<file path="src/rtl/vss_pkg.sv">
package vss_pkg;
  localparam int STEP_W = 7;
  localparam int SUB_W  = 2;
  localparam int MASK_W = 64;

  // MSB-first packed order gives max length in the top bits
  typedef struct packed {
    logic [STEP_W-1:0] maxLen;
    logic [STEP_W-1:0] vecLen;
    logic [STEP_W-1:0] srcStep;
    logic [STEP_W-1:0] dstStep;
    logic [SUB_W-1:0]  subLen;
    logic [SUB_W-1:0]  stepCnt;
  } vstate_t;

  localparam int STATE_W = $bits(vstate_t);

  // control -> datapath strobes
  typedef struct packed {
    logic loadState;
    logic clearSteps;
    logic advance;
    logic settle;
    logic vfClear;
  } strobe_t;

  // datapath -> control status
  typedef struct packed {
    logic done;
    logic srcLast;
    logic dstLast;
  } flags_t;
endpackage

</file>
<file path="src/rtl/vss_skip.sv">
module vss_skip #(
  parameter int MASK_W = vss_pkg::MASK_W,
  parameter int STEP_W = vss_pkg::STEP_W
) (
  input  logic [STEP_W-1:0] curStep,
  input  logic [STEP_W-1:0] vecLen,
  input  logic [MASK_W-1:0] mask,
  input  logic              zeroMode,
  output logic [STEP_W-1:0] nextStep,
  output logic              zeroFlag
);
  logic [STEP_W-1:0] hit;
  logic              curBit;

  // lowest set mask bit in [curStep, vecLen); falls back to vecLen
  always_comb begin
    hit    = vecLen;
    curBit = 1'b0;
    for (int i = MASK_W - 1; i >= 0; i--) begin
      if (mask[i] && (int'(curStep) <= i) && (i < int'(vecLen))) begin
        hit = STEP_W'(i);
      end
      if (int'(curStep) == i) begin
        curBit = mask[i];
      end
    end
  end

  assign nextStep = zeroMode ? curStep : hit;
  assign zeroFlag = zeroMode & ~curBit;
endmodule

</file>
<file path="src/rtl/vss_datapath.sv">
module vss_datapath #(
  parameter int MASK_W = vss_pkg::MASK_W
) (
  input  logic                         clk,
  input  logic                         rstN,
  input  vss_pkg::strobe_t             strobe,
  input  logic [vss_pkg::STATE_W-1:0]  stateWrData,
  input  logic                         vfWrData,
  input  logic                         predEnable,
  input  logic [MASK_W-1:0]            srcMask,
  input  logic [MASK_W-1:0]            dstMask,
  input  logic                         srcZeroMode,
  input  logic                         dstZeroMode,
  output logic [vss_pkg::STEP_W-1:0]   srcNew,
  output logic [vss_pkg::STEP_W-1:0]   dstNew,
  output logic                         srcZeroRaw,
  output logic                         dstZeroRaw,
  output vss_pkg::flags_t              flags,
  output logic [vss_pkg::STATE_W-1:0]  stateOut,
  output logic                         vertFirst
);
  import vss_pkg::*;
  localparam int SIDES = 2;
  localparam logic [STEP_W-1:0] ONE = STEP_W'(1);

  vstate_t stateQ;
  logic    vfQ;

  logic [STEP_W-1:0] curStep  [SIDES];
  logic [STEP_W-1:0] newStep  [SIDES];
  logic [MASK_W-1:0] sideMask [SIDES];
  logic              sideZm   [SIDES];
  logic              sideZf   [SIDES];

  assign curStep[0]  = stateQ.srcStep;
  assign curStep[1]  = stateQ.dstStep;
  assign sideMask[0] = predEnable ? srcMask : '1;
  assign sideMask[1] = predEnable ? dstMask : '1;
  assign sideZm[0]   = srcZeroMode;
  assign sideZm[1]   = dstZeroMode;

  for (genvar s = 0; s < SIDES; s++) begin : g_side
    vss_skip #(.MASK_W(MASK_W), .STEP_W(STEP_W)) u_skip (
      .curStep (curStep[s]),
      .vecLen  (stateQ.vecLen),
      .mask    (sideMask[s]),
      .zeroMode(sideZm[s]),
      .nextStep(newStep[s]),
      .zeroFlag(sideZf[s])
    );
  end

  assign srcNew     = newStep[0];
  assign dstNew     = newStep[1];
  assign srcZeroRaw = sideZf[0];
  assign dstZeroRaw = sideZf[1];

  assign flags.done    = (newStep[0] >= stateQ.vecLen) || (newStep[1] >= stateQ.vecLen);
  assign flags.srcLast = (newStep[0] == stateQ.vecLen - ONE);
  assign flags.dstLast = (newStep[1] == stateQ.vecLen - ONE);

  always_ff @(posedge clk) begin
    if (!rstN) begin
      stateQ <= '0;
      vfQ    <= 1'b0;
    end else if (strobe.loadState) begin
      stateQ <= vstate_t'(stateWrData);
      vfQ    <= vfWrData;
    end else begin
      if (strobe.clearSteps) begin
        stateQ.srcStep <= '0;
        stateQ.dstStep <= '0;
      end else if (strobe.advance) begin
        stateQ.srcStep <= newStep[0] + ONE;
        stateQ.dstStep <= newStep[1] + ONE;
      end else if (strobe.settle) begin
        stateQ.srcStep <= newStep[0];
        stateQ.dstStep <= newStep[1];
      end
      if (strobe.vfClear) begin
        vfQ <= 1'b0;
      end
    end
  end

  assign stateOut  = stateQ;
  assign vertFirst = vfQ;
endmodule

</file>
<file path="src/rtl/vss_ctrl.sv">
module vss_ctrl (
  input  logic             stateWrEn,
  input  logic             stepReq,
  input  logic             issueValid,
  input  logic             vertFirst,
  input  logic             twinPred,
  input  logic             srcIsVec,
  input  logic             dstIsVec,
  input  vss_pkg::flags_t  flags,
  output vss_pkg::strobe_t strobe,
  output logic             issueReady,
  output logic             elemValid,
  output logic             holdPc
);
  logic issueFire;
  logic stepFire;
  logic isVec;
  logic atLast;
  logic stepEnds;

  assign issueReady = ~stateWrEn & ~stepReq;
  assign issueFire  = issueValid & issueReady;
  assign stepFire   = stepReq & ~stateWrEn;
  assign isVec      = twinPred ? (srcIsVec | dstIsVec) : dstIsVec;
  assign atLast     = flags.srcLast | flags.dstLast;
  assign stepEnds   = flags.done | atLast;

  assign elemValid  = issueFire & ~flags.done;
  assign holdPc     = elemValid & ~vertFirst & isVec & ~atLast;

  always_comb begin
    strobe            = '0;
    strobe.loadState  = stateWrEn;
    strobe.clearSteps = (issueFire & (flags.done | (~vertFirst & ~holdPc)))
                      | (stepFire & stepEnds);
    strobe.advance    = holdPc | (stepFire & ~stepEnds);
    strobe.settle     = elemValid & vertFirst;
    strobe.vfClear    = stepFire & stepEnds;
  end
endmodule

</file>
<file path="src/rtl/vec_step_seq.sv">
module vec_step_seq (
  input  logic        clk,
  input  logic        rstN,
  input  logic        stateWrEn,
  input  logic [31:0] stateWrData,
  input  logic        vfWrData,
  input  logic        predEnable,
  input  logic        twinPred,
  input  logic [63:0] srcMask,
  input  logic [63:0] dstMask,
  input  logic        srcZeroMode,
  input  logic        dstZeroMode,
  input  logic        srcIsVec,
  input  logic        dstIsVec,
  input  logic        issueValid,
  output logic        issueReady,
  input  logic        stepReq,
  output logic        elemValid,
  output logic [6:0]  srcStep,
  output logic [6:0]  dstStep,
  output logic        srcZero,
  output logic        dstZero,
  output logic        holdPc,
  output logic [31:0] stateOut,
  output logic        vertFirst
);
  import vss_pkg::*;

  strobe_t strobe;
  flags_t  flags;
  logic    srcZeroRaw;
  logic    dstZeroRaw;

  vss_ctrl u_ctrl (
    .stateWrEn (stateWrEn),
    .stepReq   (stepReq),
    .issueValid(issueValid),
    .vertFirst (vertFirst),
    .twinPred  (twinPred),
    .srcIsVec  (srcIsVec),
    .dstIsVec  (dstIsVec),
    .flags     (flags),
    .strobe    (strobe),
    .issueReady(issueReady),
    .elemValid (elemValid),
    .holdPc    (holdPc)
  );

  vss_datapath #(.MASK_W(MASK_W)) u_dp (
    .clk        (clk),
    .rstN       (rstN),
    .strobe     (strobe),
    .stateWrData(stateWrData),
    .vfWrData   (vfWrData),
    .predEnable (predEnable),
    .srcMask    (srcMask),
    .dstMask    (dstMask),
    .srcZeroMode(srcZeroMode),
    .dstZeroMode(dstZeroMode),
    .srcNew     (srcStep),
    .dstNew     (dstStep),
    .srcZeroRaw (srcZeroRaw),
    .dstZeroRaw (dstZeroRaw),
    .flags      (flags),
    .stateOut   (stateOut),
    .vertFirst  (vertFirst)
  );

  assign srcZero = elemValid & srcZeroRaw;
  assign dstZero = elemValid & dstZeroRaw;
endmodule

</file>
<file path="config.mk">
export PLATFORM = sky130hd
export DESIGN_NAME = vec_step_seq
export DESIGN_NICKNAME = d
export VERILOG_FILES = /design/src/rtl/vss_pkg.sv /design/src/rtl/vss_skip.sv /design/src/rtl/vss_datapath.sv /design/src/rtl/vss_ctrl.sv /design/src/rtl/vec_step_seq.sv
export SDC_FILE = /design/constraint.sdc
export NUM_CORES = 1
export LEC_CHECK = 0
export ABC_AREA = 1
export BUFFER_PORTS_ARGS = -buffer_cell sky130_fd_sc_hd__buf_2
export CORE_MARGIN = 4
export CORE_UTILIZATION = 56
export DETAILED_ROUTE_END_ITERATION = 8
export PLACE_DENSITY = 0.95
export SLEW_MARGIN = 20
export SYNTH_ARGS = -nofsm -noshare
export SYNTH_HDL_FRONTEND = slang
export SYNTH_SLANG_ARGS = --single-unit
export TNS_END_PERCENT = 100
</file>
<file path="constraint.sdc">
create_clock -name clk -period 8.2 [get_ports clk]
set_input_delay 0.41 -clock clk [delete_from_list [all_inputs] [get_ports clk]]
set_output_delay 0.41 -clock clk [all_outputs]
set_load 0.02 [all_outputs]
</file>
==> results.cfg <==
[status]
status = finished, violations left
violations = design-rule violations

[clock_network]
postCtsHoldBufs = 0
htreeDepth = 2
cts_made_buffers = 5
clockRootBuffer = clkbuf_16
clock_latency_ns = 0.29
clockBufferDepth = 2
clk_pin_slew_ns = 0.06
clock-sinks = 33
tritoncts = built

[route]
vias_per_cell = 6.23
drt_iter0_drc = 2653
drcViolationCount = 10
firstDrtPassIters = 9
wl_mm = 44.6
ant_nets = 0
route.vias.total = 13902
wire_per_inst_um = 20.0

[cells_and_area]
drive_above_1_share_pct = 21.3
n_fill_cell = 1478
fin_area_mm2 = 0.0107
nNetsFinal = 2209
area_delta_synth_final_pct = 20.1
diodes = 0

[die]
rows = 45
start_util_pct = 57.9
fp.coreArea_mm2 = 0.0154
die_area_mm2 = 0.0180
die_w_um = 134
die_h_um = 134
pin_count = 224

[synth]
syn_area_per_cell_um2 = 4.95
ys_types = 58
synth-seq-area-share_pct = 7.43
syn_area_mm2 = 0.00890
synth-edff-count = 0
ys.flop_type = dfxtp_1
ys_ff_latch = 33
ys_warn_count = 0
synth-async-reset-ratio_pct = 0
syn_inst = 1797
synth_fp_nets = 1987

[pwr]
leakagePower_nw = 5.53
power.density_mw_per_mm2 = 229
p_total_mw = 2.45
peakVddDrop_mv = 0.266

[worst_setup_path]
path_class = flop to flop
worstPathRequired_ns = 8.41
cp_slowest_cell = dfxtp_2
cpPeakStageDelay_ns = 0.49
crit_top_cell = nand2_1
crit_fanout = 8
cp-end-kind = flop
startpoint_type = flop
cp.arrival_ns = 8.23

[global_route]
grt_max_degree = 50
grt_overflow = 0
grt_pass1_vias = 12332
grt_usage_pct = 45.7
antenna_found_initial = 0
grt_pass1_wl_mm = 65.3

[timing]
hold_viol_final = 0
tightest_slew_ns = 0.863
max-slew-margin-rel_pct = 41.8
setup_viol = 0
max_freq_mhz = 125
fin_hold_ws_ns = 0.345
period_needed_ns = 8.02
post-route-period-util_pct = 97.8
fin_skew_ns = 0.00436
maxSlewViolCount = 0

[placement]
io_buffers = 223
routabilityCongestion = 1.29
dpl.hpwl_mm = 35.4
placed_area_mm2 = 0.0102

[job]
cap_viol_max_count = 0

[hold_path]
min_path_type = input port to flop
[critical path, delay by kind of cell, from the launching register on]
family / cells / cell delay, ns
buffers and inverters: 7 / 0.80
AND/OR/NAND/NOR: 55 / 3.89
adder cells (fa/ha/maj): 1 / 0.31
AO/OA/AOI/OAI: 14 / 2.41
flip-flops: 1 / 0.49
[stage by stage]
stage	utilization (%)	setup slack, ns	TNS, ns	cells
6_report	69.5	0.180	0	2231
5_1_grt	69.5	-0.229	-1.51	2231
4_1_cts	67.6	0.0877	0	2222
3_5_place_dp	66.5	0.291	0	2214
3_3_place_gp	66.5	0.476	0	2214
2_1_floorplan	-	1.32	0	1797
[layout make-up]
class	instances	area, µm²	share of cell area, %
clock inverter	1	30.0	0.281
multi-input combinational	1390	6880	64.4
tap	211	264	2.47
timing repair buffer	263	1420	13.3
inverter	326	1240	11.7
sequential	33	697	6.52
clock buffer	7	143	1.34
[synth_stat cells (19+ instances only)]
master	count	area, µm²
nor4_1	30	188
dfxtp_1	33	661
nand3_1	70	350
nand4_1	38	238
a21oi_1	86	430
nor2_2	19	119
inv_1	279	1050
inv_2	42	158
o21ai_1	28	140
o21ai_0	114	571
nor3_1	110	551
nand2_1	350	1310
nor2_1	387	1450
[layout by cell type, fill, tap and decap left out, drive strengths merged, types with 2 or more instances in the layout]
master   Yosys  routed
nand4       38      38
o2111ai     11      11
nor4        31      31
a21boi       2       2
xor2         9       9
a221oi       2       2
a211oi       5       5
dfxtp       33      33
ha          18      18
buf         36     263
o21ai      148     148
inv        324     323
o31ai        4       4
clkinv       2       2
o311ai       4       4
a21oi       87      87
or2         16      16
clkbuf      12       7
a2111o       2       2
nand3b      13      13
o21a         4       4
nor3       111     111
o211ai      10      10
a22oi        2       2
a31oi        7       7
nand3       72      72
nand2      364     364
a311oi       2       2
nor2       410     410
or3          4       4
a2111oi      4       4
nor3b        2       2
[power breakdown]
part	total, mW	switching [mW]	leakage (nW)	internal, mW
Combinational	1.96	1.39	5.16	0.570
Sequential	0.259	0.0684	0.281	0.191
Clock	0.231	0.0793	0.0841	0.152
Total	2.45	1.54	5.53	0.912
[state kept, by name (all words and copies together) (netlist names)]
name,flops
u_dp.vertFirst,1
u_dp.stateOut,32
[timing repair]
action	CTS	global route
setup endpoints to repair	0	18
hold endpoints to repair	0	0
setup buffers	0	9
resized for setup	0	78
[cells by family (layout without fill, tap and decap cells)]
group           Yosys count  count (layout)  synth area share, %
flops                    33              33                 7.43
simple gates           1062            1062                 52.4
buf+inv                 374             597                 17.1
xor+xnor                  9               9                0.886
fa+ha+maj                18              18                 2.53
compound gates          301             301                 19.7
[layer usage]
metal	up-vias	wire (µm)	global-route usage, %
met2	1363	17300	67.0
met5	-	0	0
met4	0	3960	28.7
met3	332	7540	13.6
met1	5949	15700	58.4
li1	6258	-	-
[final timing paths]
| check | from | to | slack, ns | cells past startpoint |
|---|---|---|---|---|
| setup / recovery | u_dp.stateOut[13] | u_dp.stateOut[6] | 0.18 | 77 |
| setup reg to reg | u_dp.stateOut[13] | u_dp.stateOut[6] | 0.18 | 77 |
| hold / removal | stateWrData[28] | u_dp.stateOut[28] | 0.34 | 3 |
| hold reg to reg | u_dp.stateOut[31] | u_dp.stateOut[31] | 0.50 | 2 |
Power figures use the tool's default switching activity.
